`src/rtl/cache_err_trap_pkg.sv`:
```
package cache_err_trap_pkg;

  typedef enum logic [1:0] {
    CLS_CORR = 2'd0,
    CLS_UNCORR = 2'd1,
    CLS_BUS = 2'd2,
    CLS_RSV = 2'd3
  } errClass_e;

  typedef enum logic [2:0] {
    OP_LOAD = 3'd0,
    OP_IFETCH = 3'd1,
    OP_ATOMIC = 3'd2,
    OP_MERGE = 3'd3,
    OP_WBACK = 3'd4,
    OP_COPYOUT = 3'd5,
    OP_RSV6 = 3'd6,
    OP_RSV7 = 3'd7
  } errOp_e;

  // status bit positions
  localparam int ST_CORR_RD = 0;
  localparam int ST_UNC_RD = 1;
  localparam int ST_CORR_BG = 2;
  localparam int ST_UNC_BG = 3;
  localparam int ST_BUS_IF = 4;
  localparam int ST_BUS_LD = 5;
  localparam int ST_BUS_BG = 6;
  localparam int ST_W = 7;

  // enable register field positions
  localparam int EN_CORR = 0;
  localparam int EN_NONCORR = 1;
  localparam int EN_FAST = 3;
  localparam int FD_LO = 4;
  localparam int FD_HI = 12;
  localparam int FD_EN = 13;
  localparam int FT_LO = 14;
  localparam int FT_HI = 17;
  localparam int FT_EN = 18;
  localparam int EN_USED = 19;

  typedef struct packed {
    logic [ST_W-1:0] logSet;
    logic reqFast;
    logic reqInst;
    logic reqData;
    logic reqDisrCorr;
    logic reqDisrNc;
    logic enWr;
    logic stClr;
  } ctrlStrb_t;

endpackage

```
`src/rtl/cache_err_trap_ctrl.sv`:
```
module cache_err_trap_ctrl
  import cache_err_trap_pkg::*;
(
  input  logic      evValid,
  input  logic [1:0] evClass,
  input  logic [2:0] evOp,
  input  logic      cfgWe,
  input  logic      cfgAddr,
  output ctrlStrb_t strb
);

  errClass_e cls;
  errOp_e op;
  logic localRd;
  logic bgOp;
  logic goodEv;
  logic isCorr;
  logic isUnc;
  logic isBus;

  assign cls = errClass_e'(evClass);
  assign op = errOp_e'(evOp);

  always_comb begin
    localRd = 1'b0;
    bgOp = 1'b0;
    unique case (op)
      OP_LOAD, OP_IFETCH, OP_ATOMIC: localRd = 1'b1;
      OP_MERGE, OP_WBACK, OP_COPYOUT: bgOp = 1'b1;
      default: ;
    endcase
  end

  assign goodEv = evValid && (cls != CLS_RSV) && (localRd || bgOp);
  assign isCorr = goodEv && (cls == CLS_CORR);
  assign isUnc = goodEv && (cls == CLS_UNCORR);
  assign isBus = goodEv && (cls == CLS_BUS);

  always_comb begin
    strb = '0;
    strb.logSet[ST_CORR_RD] = isCorr && localRd;
    strb.logSet[ST_UNC_RD] = isUnc && localRd;
    strb.logSet[ST_CORR_BG] = isCorr && bgOp;
    strb.logSet[ST_UNC_BG] = isUnc && bgOp;
    strb.logSet[ST_BUS_IF] = isBus && (op == OP_IFETCH);
    strb.logSet[ST_BUS_LD] = isBus && ((op == OP_LOAD) || (op == OP_ATOMIC));
    strb.logSet[ST_BUS_BG] = isBus && bgOp;
    strb.reqFast = strb.logSet[ST_CORR_RD] || strb.logSet[ST_UNC_RD];
    strb.reqInst = strb.logSet[ST_BUS_IF];
    strb.reqData = strb.logSet[ST_BUS_LD];
    strb.reqDisrCorr = strb.logSet[ST_CORR_BG];
    strb.reqDisrNc = strb.logSet[ST_UNC_BG] || strb.logSet[ST_BUS_BG];
    strb.enWr = cfgWe && !cfgAddr;
    strb.stClr = cfgWe && cfgAddr;
  end

endmodule

```
`src/rtl/cache_err_trap_dpath.sv`:
```
module cache_err_trap_dpath
  import cache_err_trap_pkg::*;
#(
  parameter int REG_W = 64
) (
  input  logic             clk,
  input  logic             rstN,
  input  ctrlStrb_t        strb,
  input  logic             cfgAddr,
  input  logic [REG_W-1:0] cfgWdata,
  output logic [REG_W-1:0] cfgRdata,
  output logic [REG_W-1:0] enQ,
  output logic [ST_W-1:0]  statusQ,
  output logic             trapFast,
  output logic             trapInst,
  output logic             trapData,
  output logic             trapDisr
);

  localparam logic [EN_USED-1:0] USED_MASK = ~(EN_USED'(1) << 2);
  localparam logic [REG_W-1:0] WR_MASK = REG_W'(USED_MASK);

  always_ff @(posedge clk or negedge rstN) begin
    if (!rstN) begin
      enQ <= '0;
    end else if (strb.enWr) begin
      enQ <= cfgWdata & WR_MASK;
    end
  end

  for (genvar i = 0; i < ST_W; i++) begin : g_status
    always_ff @(posedge clk or negedge rstN) begin
      if (!rstN) begin
        statusQ[i] <= 1'b0;
      end else begin
        statusQ[i] <= strb.logSet[i] || (statusQ[i] && !(strb.stClr && cfgWdata[i]));
      end
    end
  end

  always_ff @(posedge clk or negedge rstN) begin
    if (!rstN) begin
      trapFast <= 1'b0;
      trapInst <= 1'b0;
      trapData <= 1'b0;
      trapDisr <= 1'b0;
    end else begin
      trapFast <= strb.reqFast && enQ[EN_FAST];
      trapInst <= strb.reqInst && enQ[EN_NONCORR];
      trapData <= strb.reqData && enQ[EN_NONCORR];
      trapDisr <= (strb.reqDisrCorr && enQ[EN_CORR]) || (strb.reqDisrNc && enQ[EN_NONCORR]);
    end
  end

  assign cfgRdata = cfgAddr ? REG_W'(statusQ) : enQ;

endmodule

```
`src/rtl/cache_err_trap.sv`:
```
module cache_err_trap
  import cache_err_trap_pkg::*;
#(
  parameter int REG_W = 64
) (
  input  logic             clk,
  input  logic             rstN,
  input  logic             evValid,
  input  logic [1:0]       evClass,
  input  logic [2:0]       evOp,
  input  logic             cfgWe,
  input  logic             cfgAddr,
  input  logic [REG_W-1:0] cfgWdata,
  output logic [REG_W-1:0] cfgRdata,
  output logic             forceTagEn,
  output logic [3:0]       forceTagVal,
  output logic             forceDataEn,
  output logic [8:0]       forceDataVal,
  output logic             trapFast,
  output logic             trapInst,
  output logic             trapData,
  output logic             trapDisr
);

  ctrlStrb_t strb;
  logic [REG_W-1:0] enQ;
  logic [ST_W-1:0] statusQ;

  cache_err_trap_ctrl u_ctrl (
    .evValid(evValid),
    .evClass(evClass),
    .evOp(evOp),
    .cfgWe(cfgWe),
    .cfgAddr(cfgAddr),
    .strb(strb)
  );

  cache_err_trap_dpath #(.REG_W(REG_W)) u_dpath (
    .clk(clk),
    .rstN(rstN),
    .strb(strb),
    .cfgAddr(cfgAddr),
    .cfgWdata(cfgWdata),
    .cfgRdata(cfgRdata),
    .enQ(enQ),
    .statusQ(statusQ),
    .trapFast(trapFast),
    .trapInst(trapInst),
    .trapData(trapData),
    .trapDisr(trapDisr)
  );

  assign forceTagEn = enQ[FT_EN];
  assign forceTagVal = enQ[FT_HI:FT_LO];
  assign forceDataEn = enQ[FD_EN];
  assign forceDataVal = enQ[FD_HI:FD_LO];

endmodule

```
`config.mk`:
```
export PLATFORM = sky130hd
export DESIGN_NAME = cache_err_trap
export DESIGN_NICKNAME = d
export VERILOG_FILES = /design/src/rtl/cache_err_trap_pkg.sv /design/src/rtl/cache_err_trap_ctrl.sv /design/src/rtl/cache_err_trap_dpath.sv /design/src/rtl/cache_err_trap.sv
export SDC_FILE = /design/constraint.sdc
export NUM_CORES = 1
export LEC_CHECK = 0
export CORE_MARGIN = 1.5
export CORE_UTILIZATION = 25
export DETAILED_ROUTE_END_ITERATION = 10
export GPL_TIMING_DRIVEN = 0
export PLACE_DENSITY = 0.62
export SETUP_SLACK_MARGIN = 0.5
export SLEW_MARGIN = 20
export SYNTH_ARGS = -nofsm -noshare
export SYNTH_HDL_FRONTEND = slang
export SYNTH_SLANG_ARGS = --single-unit
```
`constraint.sdc`:
```
create_clock -name clk -period 0.9 [get_ports clk]
set_input_delay 0.18 -clock clk [delete_from_list [all_inputs] [get_ports clk]]
set_output_delay 0.18 -clock clk [all_outputs]
set_load 0.02 [all_outputs]
```
-- Word-level counts from Yosys, hierarchy flattened
Cells that the tools add are included.
- register bits: 29
- latch bits: 0
- memory bits (writable): 0
- bits in read-only memories: 0
- input port bits: 74
- memories: 0
- add/sub/neg operators: 0
- $mul: 0
- divide/modulo/power cells: 0
- order comparisons: 0
- eq/ne operators: 8
- shift-type cells: 0
- multiplexer cells: 3
- bitwise gates (word level): 0
- reductions and logical operators: 57
- operator list (kind ; count):
    $logic_and A1 B1 Y1 ; 33
    $mux W19 ; 1
    $logic_or A1 B1 Y1 ; 12
    $logic_not A1 Y1 ; 8
    $eq A3 B2 Y1 const B ; 2
    $eq A3 B3 Y1 const B ; 2
    $reduce_or A3 Y1 ; 2
    $eq A3 B1 Y1 const B ; 1
    $logic_not A3 Y1 ; 1
    $eq A2 B1 Y1 const B ; 1
    $eq A2 B2 Y1 const B ; 1
    $logic_not A2 Y1 ; 1
    $mux W1 ; 2
    $ne A2 B2 Y1 const B ; 1

-- Depth between registers and ports, before layout
Gate-level depths: netlist of run 1.
- word-level depth: 10
- mapped depth: 5
- mapped depth without buffers: 3

-- Modules after synthesis
A second synthesis of run 1 with hierarchy kept.
- cell total of the unflattened synthesis: 202
- area, all modules: 2117.0 sq um
- modules (own cells, without submodules) (module ; times used ; cells each ; area an instance (sq um) ; sequential area each (sq um)):
    cache_err_trap_dpath ; 1 ; 180 ; 1951.9 ; 725.7
    cache_err_trap_ctrl ; 1 ; 22 ; 165.2 ; 0.0

-- Least setup slack after synthesis of run 1
No wires, ideal clock.
- kind: input to register
- from: input cfgAddr
- to: register u_dpath.enQ[0]
- library setup time: 0.125 ns
- arrival time: 0.996 ns
- required time: 0.775 ns
- slack: -0.221 ns
- cell stages on the path: 5
- path buffers: 3
- cells stage by stage: buf_4 -> nor2b_4 -> buf_6 -> buf_12 -> mux2_4
- cells in the longest elaborated chain, start to end: 2
- ends and longest elaborated chain (item ; line ; source):
    start, declared ; cache_err_trap.sv:12 ; input logic cfgAddr,
    $logic_not A1 Y1 ; cache_err_trap_ctrl.sv:53 ; strb.enWr = cfgWe && !cfgAddr;
    $logic_and A1 B1 Y1 ; cache_err_trap_ctrl.sv:53 ;
    end signal, assigned ; cache_err_trap_dpath.sv:27 ; enQ <= cfgWdata & WR_MASK;
    end, declared ; cache_err_trap_dpath.sv:12 ; output logic [REG_W-1:0] enQ,
Every way passes these cells.
A chain may end at the register's enable or synchronous reset.

-- Worst setup path after layout of run 1
- from: register u_dpath.enQ[3]
- to: output cfgRdata[3]
- cells in the longest elaborated chain, start to end: 1
- ends and longest elaborated chain (item ; line ; source):
    $mux W19 ; cache_err_trap_dpath.sv:55 ; assign cfgRdata = cfgAddr ? REG_W'(statusQ) : enQ;
    end, declared ; cache_err_trap.sv:14 ; output logic [REG_W-1:0] cfgRdata,
Every way passes these cells.

==> results of run 1 <==
worst max path at each step:
stage / from / end / slack, ns / depth (start not counted)
2_1_floorplan: cfgWe / u_dpath.enQ[0] / -0.18 / 5
3_3_place_gp: rstN / u_dpath.enQ[18] / -1.03 / 1
3_5_place_dp: evClass[0] / u_dpath.trapInst / -0.71 / 4
4_1_cts: u_dpath.enQ[0] / cfgRdata[0] / -0.39 / 2
5_1_grt: u_dpath.enQ[0] / cfgRdata[0] / -0.41 / 2
6_report: u_dpath.enQ[3] / cfgRdata[3] / -0.38 / 2
power by group through the flow:
stage | Clock (µW) | Combinational [µW] | Sequential (µW)
final | 1020 | 2340 | 1620
after global routing | 1120 | 2480 | 1640
after CTS | 1060 | 2160 | 1610
after detailed placement | 0 | 1870 | 1640
after global placement | 0 | 1860 | 1630
after floorplan | 0 | 1240 | 1630
what timing repair did:
action / in CTS / in global routing
hold endpoints to repair: 29 / 29
gates cloned: 1 / 1
buffers inserted: 12 / 10
pin swaps: 12 / 7
setup endpoints to repair: 96 / 67
resized for setup: 298 / 19
registers in the layout (all words and copies together), names as in the netlist:
register,flops
u_dpath.enQ,18
u_dpath.statusQ,7
u_dpath.trapFast,1
u_dpath.trapInst,1
u_dpath.trapData,1
u_dpath.trapDisr,1
worst max-delay path: cells and delay by family (launching register included):
kind	cells	cell delay, ns
flip-flops	1	0.40
multiplexers	1	0.29
buffers and inverters	1	0.13
through the flow:
step | hold slack (ns) | worst slack, ns | utilization | total power, µW
after floorplan | -0.116 | -0.181 | - | 2860
after global placement | 0.454 | -1.03 | 0.413 | 3490
after detailed placement | 0.260 | -0.710 | 0.412 | 3510
after CTS | -0.169 | -0.387 | 0.465 | 4830
after global routing | -0.157 | -0.413 | 0.490 | 5240
final | -0.170 | -0.382 | 0.490 | 4980
cell type report:
cell class	count	area share
Multi-Input combinational cell	114	0.285
Timing Repair Buffer	88	0.280
Sequential cell	29	0.207
Buffer	64	0.169
Tap cell	99	0.0352
Clock buffer	8	0.0228
Inverter	1	0.00107
layout by cell type (no fill, tap or decap), types with 2 or more instances in the layout:
cell type,count
nand2_1,3
nand3_1,7
and2_4,3
clkbuf_16,2
dlygate4sd2_1,7
mux2_4,23
nor4b_4,2
buf_4,51
dfrtp_1,28
clkbuf_8,5
clkdlybuf4s50_1,12
a22o_1,2
conb_1,45
buf_8,5
buf_6,69
nor2b_4,13
buf_12,4
clkbuf_1,3
per-layer routing:
metal | wire length (µm) | GRT usage
met1 | 1960 | 0.126
met2 | 2330 | 0.200
met3 | 442 | 0.0420
met4 | 16 | 0.0369
met5 | 0 | 0
cell families after synthesis:
logic type | Yosys count
muxes | 25
buffers and inverters | 65
AOI/OAI and AO/OA | 8
other | 1
xor gates and xnor gates | 1
DFF | 29
and+or+nand+nor | 35
==> results_dict.tcl, run 1 <==
set metrics [dict create \
    final_cells 403 \
    grt_pass1_vias 1364 \
    multiInputGateArea_um2 1000 \
    drt-total-wl_um 4750 \
    status "finished, violations left" \
    critical_path_class "flop to output pin" \
    swShare 0.310 \
    fin_crit_sh 1.42 \
    r2r-start "u_dpath.enQ[4]" \
    initial_core_util 0.256 \
    dieHeight_um 88.7 \
    fin_skew_ns 0.00440 \
    worstSetupStartpointType "flop" \
    antenna_found_initial 0 \
    grt_setup_unrepaired "yes" \
    dp_hpwl_um 3160 \
    rr_endpoint "u_dpath.enQ[4]" \
    synth_flop_cell "dfrtp_1" \
    fin_setup_tns_ns -8.81 \
    crit_chain "mux2_4, buf_6" \
    cpMaxStageDelayCell "dfrtp_1" \
    cts.sinks 29 \
    power.switching_uw 1540 \
    netlist_top_cells_count "59 x buf_4, 29 x dfrtp_1, 12 x mux2_2, 12 x nor2b_1, 10 x mux2_4" \
    root_buffer "clkbuf_8" \
    min_path_type "input port to asynchronous set/reset pin" \
    layout-drive-gt1-share 0.622 \
    cap_violations 0 \
    place.gp.congestion 0.697 \
    period_minus_slack_ns 1.28 \
    finalInstanceArea_um2 3520 \
    p_per_area_nw_per_um2 1420 \
    ys_seq_area_frac 0.396 \
    viasPerCell 3.66 \
    finalSetupViolations 51 \
    synth_compound_area_frac 0.0327 \
    finalMaxSlewViolations 0 \
    yosys_warnings 0 \
    synth_cell_types 28 \
    synth_edf_count 0 \
    worstPathMaxFanout 2 \
    rr_worst_depth 4 \
    die_w_um 88.7 \
    grt_max_degree 30 \
    drtIter0Drc 37 \
    nets 377 \
    clk_pin_slew_ns 0.06 \
    insertion_delay_ns 0.27 \
    route.detailed.drc 0 \
    htreeDepth 2 \
    synth_top_family_by_area "buffers and inverters" \
    grt_pass1_wl_um 6620 \
    setup_slack_ns -0.382 \
    synth_area_per_cell_um2 11.2 \
    postRouteAntennaNets 0 \
    overflow 0 \
    hold_viol_final 29 \
    ir_worst_vdd_mv 0.590 \
    ys_seq_elements 29 \
    synthMuxAreaShare 0.174 \
    core_area_um2 7180 \
    whs_ns -0.170 \
    synth_xor_xnor_area_share 0.00477 \
    track_usage 0.113 \
    p_leak_uw 0.00182 \
    violations "hold timing, setup timing" \
    crit_required_ns 0.72 \
    area_growth_pct 91.7 \
    netlist.area_leader.share 0.396 \
    dp_cells 371 \
    die_area_um2 7860 \
    power_frac_comb 0.470 \
    place_area_um2 2960 \
    seqPwrFrac 0.326 \
    placementRows 31 \
    yosysTopAreaCell "dfrtp_1" \
    port_buffers 64 \
    seq_area_um2 727 \
    syn_area_um2 1830 \
    p_int_uw 3440 \
    cts_buffers 5 \
    pwr-share-clk 0.204 \
    drt_pass1_iterations 4 \
    r2r_setup_slack_ns -0.18 \
    cts_tree "done" \
    fillers 627 \
    end_kind "output pin" \
    synth_most_common_cell "buf_4" \
    yosys-top-cells-area "dfrtp_1 40%, buf_4 24%, mux2_4 8.2%, mux2_2 7.4%, nor2b_1 4.1%" \
    antenna_cells 0 \
    fmax_mhz 780 \
    cts.path.max_buffers 2 \
    synthAdderAreaFrac 0 \
    io_pins 157 \
    vias 1475 \
    cp_data_arrival_time_ns 1.10 \
    synth-simple-area-share 0.119 \
    synthCells 164 \
    async_flop_share 1.00 \
    critPathMaxStageDelay_ns 0.40 \
    detail_route.wl_per_cell_um 11.8 \
]
(Power assumes the default switching activity.)
==> inputs of run 2 (changes only) <==
Settings changed: CORE_UTILIZATION 25 to 32, PLACE_DENSITY 0.62 to 0.77.
==> results_dict.tcl, run 2 (same netlist as run 1, synthesis figures left out) <==
set metrics [dict create \
    viasPerCell 3.94 \
    fillers 381 \
    io_pins 157 \
    finalMaxSlewViolations 0 \
    regMostFlops "u_dpath.enQ" \
    fmax_mhz 761 \
    setup_slack_ns -0.414 \
    cp_data_arrival_time_ns 1.13 \
    period_minus_slack_ns 1.31 \
    clk_pin_slew_ns 0.07 \
    drtIter0Drc 29 \
    postRouteAntennaNets 0 \
    grt_max_degree 30 \
    mostFrequentLayoutCells "79 x buf_6, 52 x buf_4, 45 x conb_1" \
    hold_viol_final 29 \
    dieHeight_um 78.7 \
    dp_hpwl_um 3110 \
    p_per_area_nw_per_um2 1530 \
    htreeDepth 2 \
    die_w_um 78.7 \
    detail_route.wl_per_cell_um 13.4 \
    end_kind "output pin" \
    fin_skew_ns 0.0107 \
    cap_violations 0 \
    ir_worst_vdd_mv 0.780 \
    layout-drive-gt1-share 0.654 \
    core_area_um2 5510 \
    overflow 0 \
    vias 1524 \
    grt_pass1_wl_um 7380 \
    top_regs "u_dpath.enQ x18, u_dpath.statusQ x7" \
    largest_reg_flops 18 \
    placementRows 27 \
    grt_pass1_vias 1458 \
    p_total_uw 5560 \
    mostFrequentLayoutCell "buf_6" \
    final_core_util 0.662 \
    min_path_type "input port to asynchronous set/reset pin" \
    r2r_setup_slack_ns -0.20 \
    final_cells 387 \
    violations "hold timing, setup timing" \
    worstPathMaxFanout 2 \
    initial_core_util 0.333 \
    die_area_um2 6200 \
    worstSetupStartpointType "flop" \
    finalSetupViolations 49 \
    cts_tree "done" \
    track_usage 0.154 \
    drt-total-wl_um 5190 \
    p_leak_uw 0.00190 \
    grt_setup_unrepaired "yes" \
    cts.path.max_buffers 2 \
    port_buffers 64 \
    whs_ns -0.194 \
    crit_required_ns 0.72 \
    cts.sinks 29 \
    critical_path_class "flop to output pin" \
    area_growth_pct 98.8 \
    fin_crit_sh 1.46 \
    dp_cells 344 \
    antenna_cells 0 \
    root_buffer "clkbuf_8" \
    status "finished, violations left" \
    cts_buffers 5 \
    nets 388 \
    place.gp.congestion 0.730 \
    route.detailed.drc 0 \
    drt_pass1_iterations 4 \
    antenna_found_initial 0 \
    insertion_delay_ns 0.29 \
]
## run 2: changes by cell type in the layout (fill, tap and decap cells not counted), moves of 2 or more
cell and delta:
buf_12 +2, clkbuf_8 +2, clkbuf_1 -3, buf_6 +10, buf_8 -2, mux2_2 +3
mux2_4 -2
## run 2: area by class of cell
cell class | count | area (µm²) | area share
Timing Repair Buffer | 99 | 1130 | 0.309
Multi-Input combinational cell | 114 | 1010 | 0.276
Sequential cell | 29 | 727 | 0.199
Buffer | 64 | 572 | 0.157
Tap cell | 72 | 90.1 | 0.0247
Clock buffer | 6 | 82.6 | 0.0226
Clock inverter | 2 | 37.5 | 0.0103
Inverter | 1 | 3.75 | 0.00103
## run 2: worst paths after layout
check / from / endpoint / cells past startpoint
max: u_dpath.enQ[1] / cfgRdata[1] / 2
min: rstN / u_dpath.enQ[17] / 1
max reg2reg: u_dpath.enQ[4] / u_dpath.enQ[4] / 4
min reg2reg: u_dpath.statusQ[5] / u_dpath.statusQ[5] / 2
max in group asynchronous: rstN / u_dpath.enQ[18] / 1
min in group clk: evOp[0] / u_dpath.trapData / 2
## run 2: power by group
| group | switching [µW] | total [µW] | internal, µW | leakage, µW |
|---|---|---|---|---|
| combinational | 982 | 2510 | 1530 | 0.00149 |
| sequential | 158 | 1630 | 1480 | 0.000356 |
| clock | 521 | 1420 | 899 | 0.0000574 |
## run 2: worst max-delay path, cell delays in order (launching register included)
cell and delay [ns]:
dfrtp_1 0.41, mux2_2 0.30, buf_6 0.14
## run 2: per-stage QoR
stage | area (µm²) | TNS [ns] | worst slack, ns
2_1_floorplan | 2200 | -2.39 | -0.181
3_3_place_gp | 2930 | -48.39 | -0.949
3_5_place_dp | 2920 | -24.28 | -0.657
4_1_cts | 3420 | -8.67 | -0.377
5_1_grt | 3650 | -11.41 | -0.428
6_report | 3650 | -9.88 | -0.414
## run 2: routing by layer
layer,wire length (µm),global-route usage,part of all wire
met5,0,0,0
met4,73,0.0482,0.014
met3,404,0.0517,0.078
met2,2610,0.266,0.50
met1,2100,0.180,0.41
## run 2: timing repair
action / CTS / global route
pin swaps: 9 / 5
endpoints found under the setup margin: 68 / 67
hold endpoints to repair: 29 / 29
cloned: 1 / 1
resized for setup: 297 / 27
setup buffers: 20 / 13
==> inputs of run 3 (changes only) <==
Settings changed: GPL_TIMING_DRIVEN 0 to not set.
Clock period 0.9 ns to 1.35 ns, I/O delays scaled along.
==> results_dict.tcl, run 3 (same netlist as run 1, synthesis figures left out) <==
set metrics [dict create \
    mostFrequentLayoutCell "buf_6" \
    crit_required_ns 1.08 \
    insertion_delay_ns 0.29 \
    worstPathMaxFanout 2 \
    place_area_um2 2610 \
    ir_worst_vdd_mv 0.694 \
    setup_slack_ns -0.0253 \
    cts_buffers 5 \
    finalMaxSlewViolations 0 \
    regMostFlops "u_dpath.enQ" \
    grt_pass1_wl_um 7060 \
    area_growth_pct 72.8 \
    largest_reg_flops 18 \
    track_usage 0.151 \
    drtIter0Drc 26 \
    viasPerCell 4.09 \
    finalInstanceArea_um2 3170 \
    grt_setup_unrepaired "yes" \
    placementRows 27 \
    die_w_um 78.7 \
    finalSetupViolations 3 \
    drt_pass1_iterations 4 \
    fin_skew_ns 0.00578 \
    grt_max_degree 30 \
    route.detailed.drc 0 \
    cts.path.max_buffers 2 \
    critical_path_class "flop to output pin" \
    dp_hpwl_um 3090 \
    detail_route.wl_per_cell_um 13.9 \
    multiInputGateArea_um2 978 \
    top_regs "u_dpath.enQ x18, u_dpath.statusQ x7" \
    core_area_um2 5510 \
    grt_pass1_vias 1406 \
    htreeDepth 2 \
    antenna_cells 0 \
    hold_viol_final 0 \
    initial_core_util 0.333 \
    seq_area_um2 726 \
    mostFrequentLayoutCells "50 x buf_6, 45 x conb_1, 29 x dfrtp_1" \
    violations "setup timing" \
    clk_pin_slew_ns 0.07 \
    io_pins 157 \
    end_kind "output pin" \
    p_total_uw 3350 \
    status "finished, violations left" \
    nets 339 \
    cts.sinks 29 \
    dieHeight_um 78.7 \
    fillers 455 \
    p_per_area_nw_per_um2 1060 \
    root_buffer "clkbuf_8" \
    place.gp.congestion 0.735 \
    drt-total-wl_um 4700 \
    die_area_um2 6200 \
    vias 1379 \
    min_path_type "input port to flop" \
    period_minus_slack_ns 1.38 \
    hold_buffers 0 \
    cp_data_arrival_time_ns 1.11 \
    cap_violations 0 \
    fmax_mhz 727 \
    cts_tree "done" \
    fin_crit_sh 1.02 \
    worstSetupStartpointType "flop" \
    antenna_found_initial 0 \
    p_leak_uw 0.00162 \
    overflow 0 \
    port_buffers 66 \
    layout-drive-gt1-share 0.555 \
    postRouteAntennaNets 0 \
]
[run 3: cell types whose count changed in the layout (fill, tap and decap cells not counted), moves of 3 or more]
cell and delta:
clkdlybuf4s50_1 +5, buf_4 -27, dlymetal6s2s_1 +3, mux2_2 -3, buf_6 -29, mux2_4 +3, dlygate4sd2_1 -6
[run 3: report_power, final]
| group | total (µW) | internal, µW | switching, µW | leakage, µW |
|---|---|---|---|---|
| Sequential | 1070 | 983 | 88.7 | 0.000357 |
| Combinational | 1410 | 806 | 601 | 0.00121 |
| Clock | 877 | 536 | 341 | 0.0000540 |
[run 3: final timing paths]
check                              startpoint  cells after the start  slack (ns)                  to
hold reg to reg            u_dpath.statusQ[6]                      2        0.49  u_dpath.statusQ[6]
max in group asynchronous                rstN                      2        0.82     u_dpath.enQ[11]
min in group asynchronous                rstN                      2        0.36      u_dpath.enQ[8]
hold / removal                    cfgWdata[4]                      2        0.27      u_dpath.enQ[4]
setup reg to reg               u_dpath.enQ[5]                      4        0.22      u_dpath.enQ[5]
setup / recovery               u_dpath.enQ[5]                      2       -0.03         cfgRdata[5]
[run 3: through the flow]
step | TNS (ns) | utilization | hold slack [ns] | std cells | setup WS [ns]
final | -0.0478 | 0.576 | 0.271 | 337 | -0.0253
after global routing | -0.204 | 0.576 | 0.277 | 337 | -0.0442
after CTS | -0.0576 | 0.554 | 0.320 | 328 | -0.0194
after detailed placement | -10.75 | 0.474 | 0.475 | 308 | -0.348
after global placement | -10.23 | 0.474 | 0.460 | 308 | -0.337
after floorplan | 0 | - | -0.0256 | 208 | 0.179
[run 3: cell type report]
cell class	instances	area share
Timing Repair Buffer	114	0.400
Multi-Input combinational cell	114	0.309
Sequential cell	29	0.229
Tap cell	72	0.0284
Clock buffer	5	0.0217
Clock inverter	2	0.0111
Inverter	1	0.00118
[run 3: per-layer routing]
metal,part of all wire,vias to the layer above,wire [µm],GRT usage
li1,-,641,-,-
met1,0.37,659,1750,0.161
met2,0.53,72,2470,0.274
met3,0.087,7,407,0.0471
met4,0.014,0,68,0.0625
met5,0,-,0,0
[run 3: repair_timing]
action                                  in CTS  in global routing
pin swaps                                    9                  5
endpoints found under the setup margin      67                 66
setup buffers                               10                  9
resized for setup                          279                 22
endpoints found under the hold margin        0                  0
gates cloned                                 3                  0
[run 3: worst max-delay path, cell delays in order, from the launching register on]
cell     delay [ns]
dfrtp_1        0.40
mux2_4         0.28
buf_6          0.13
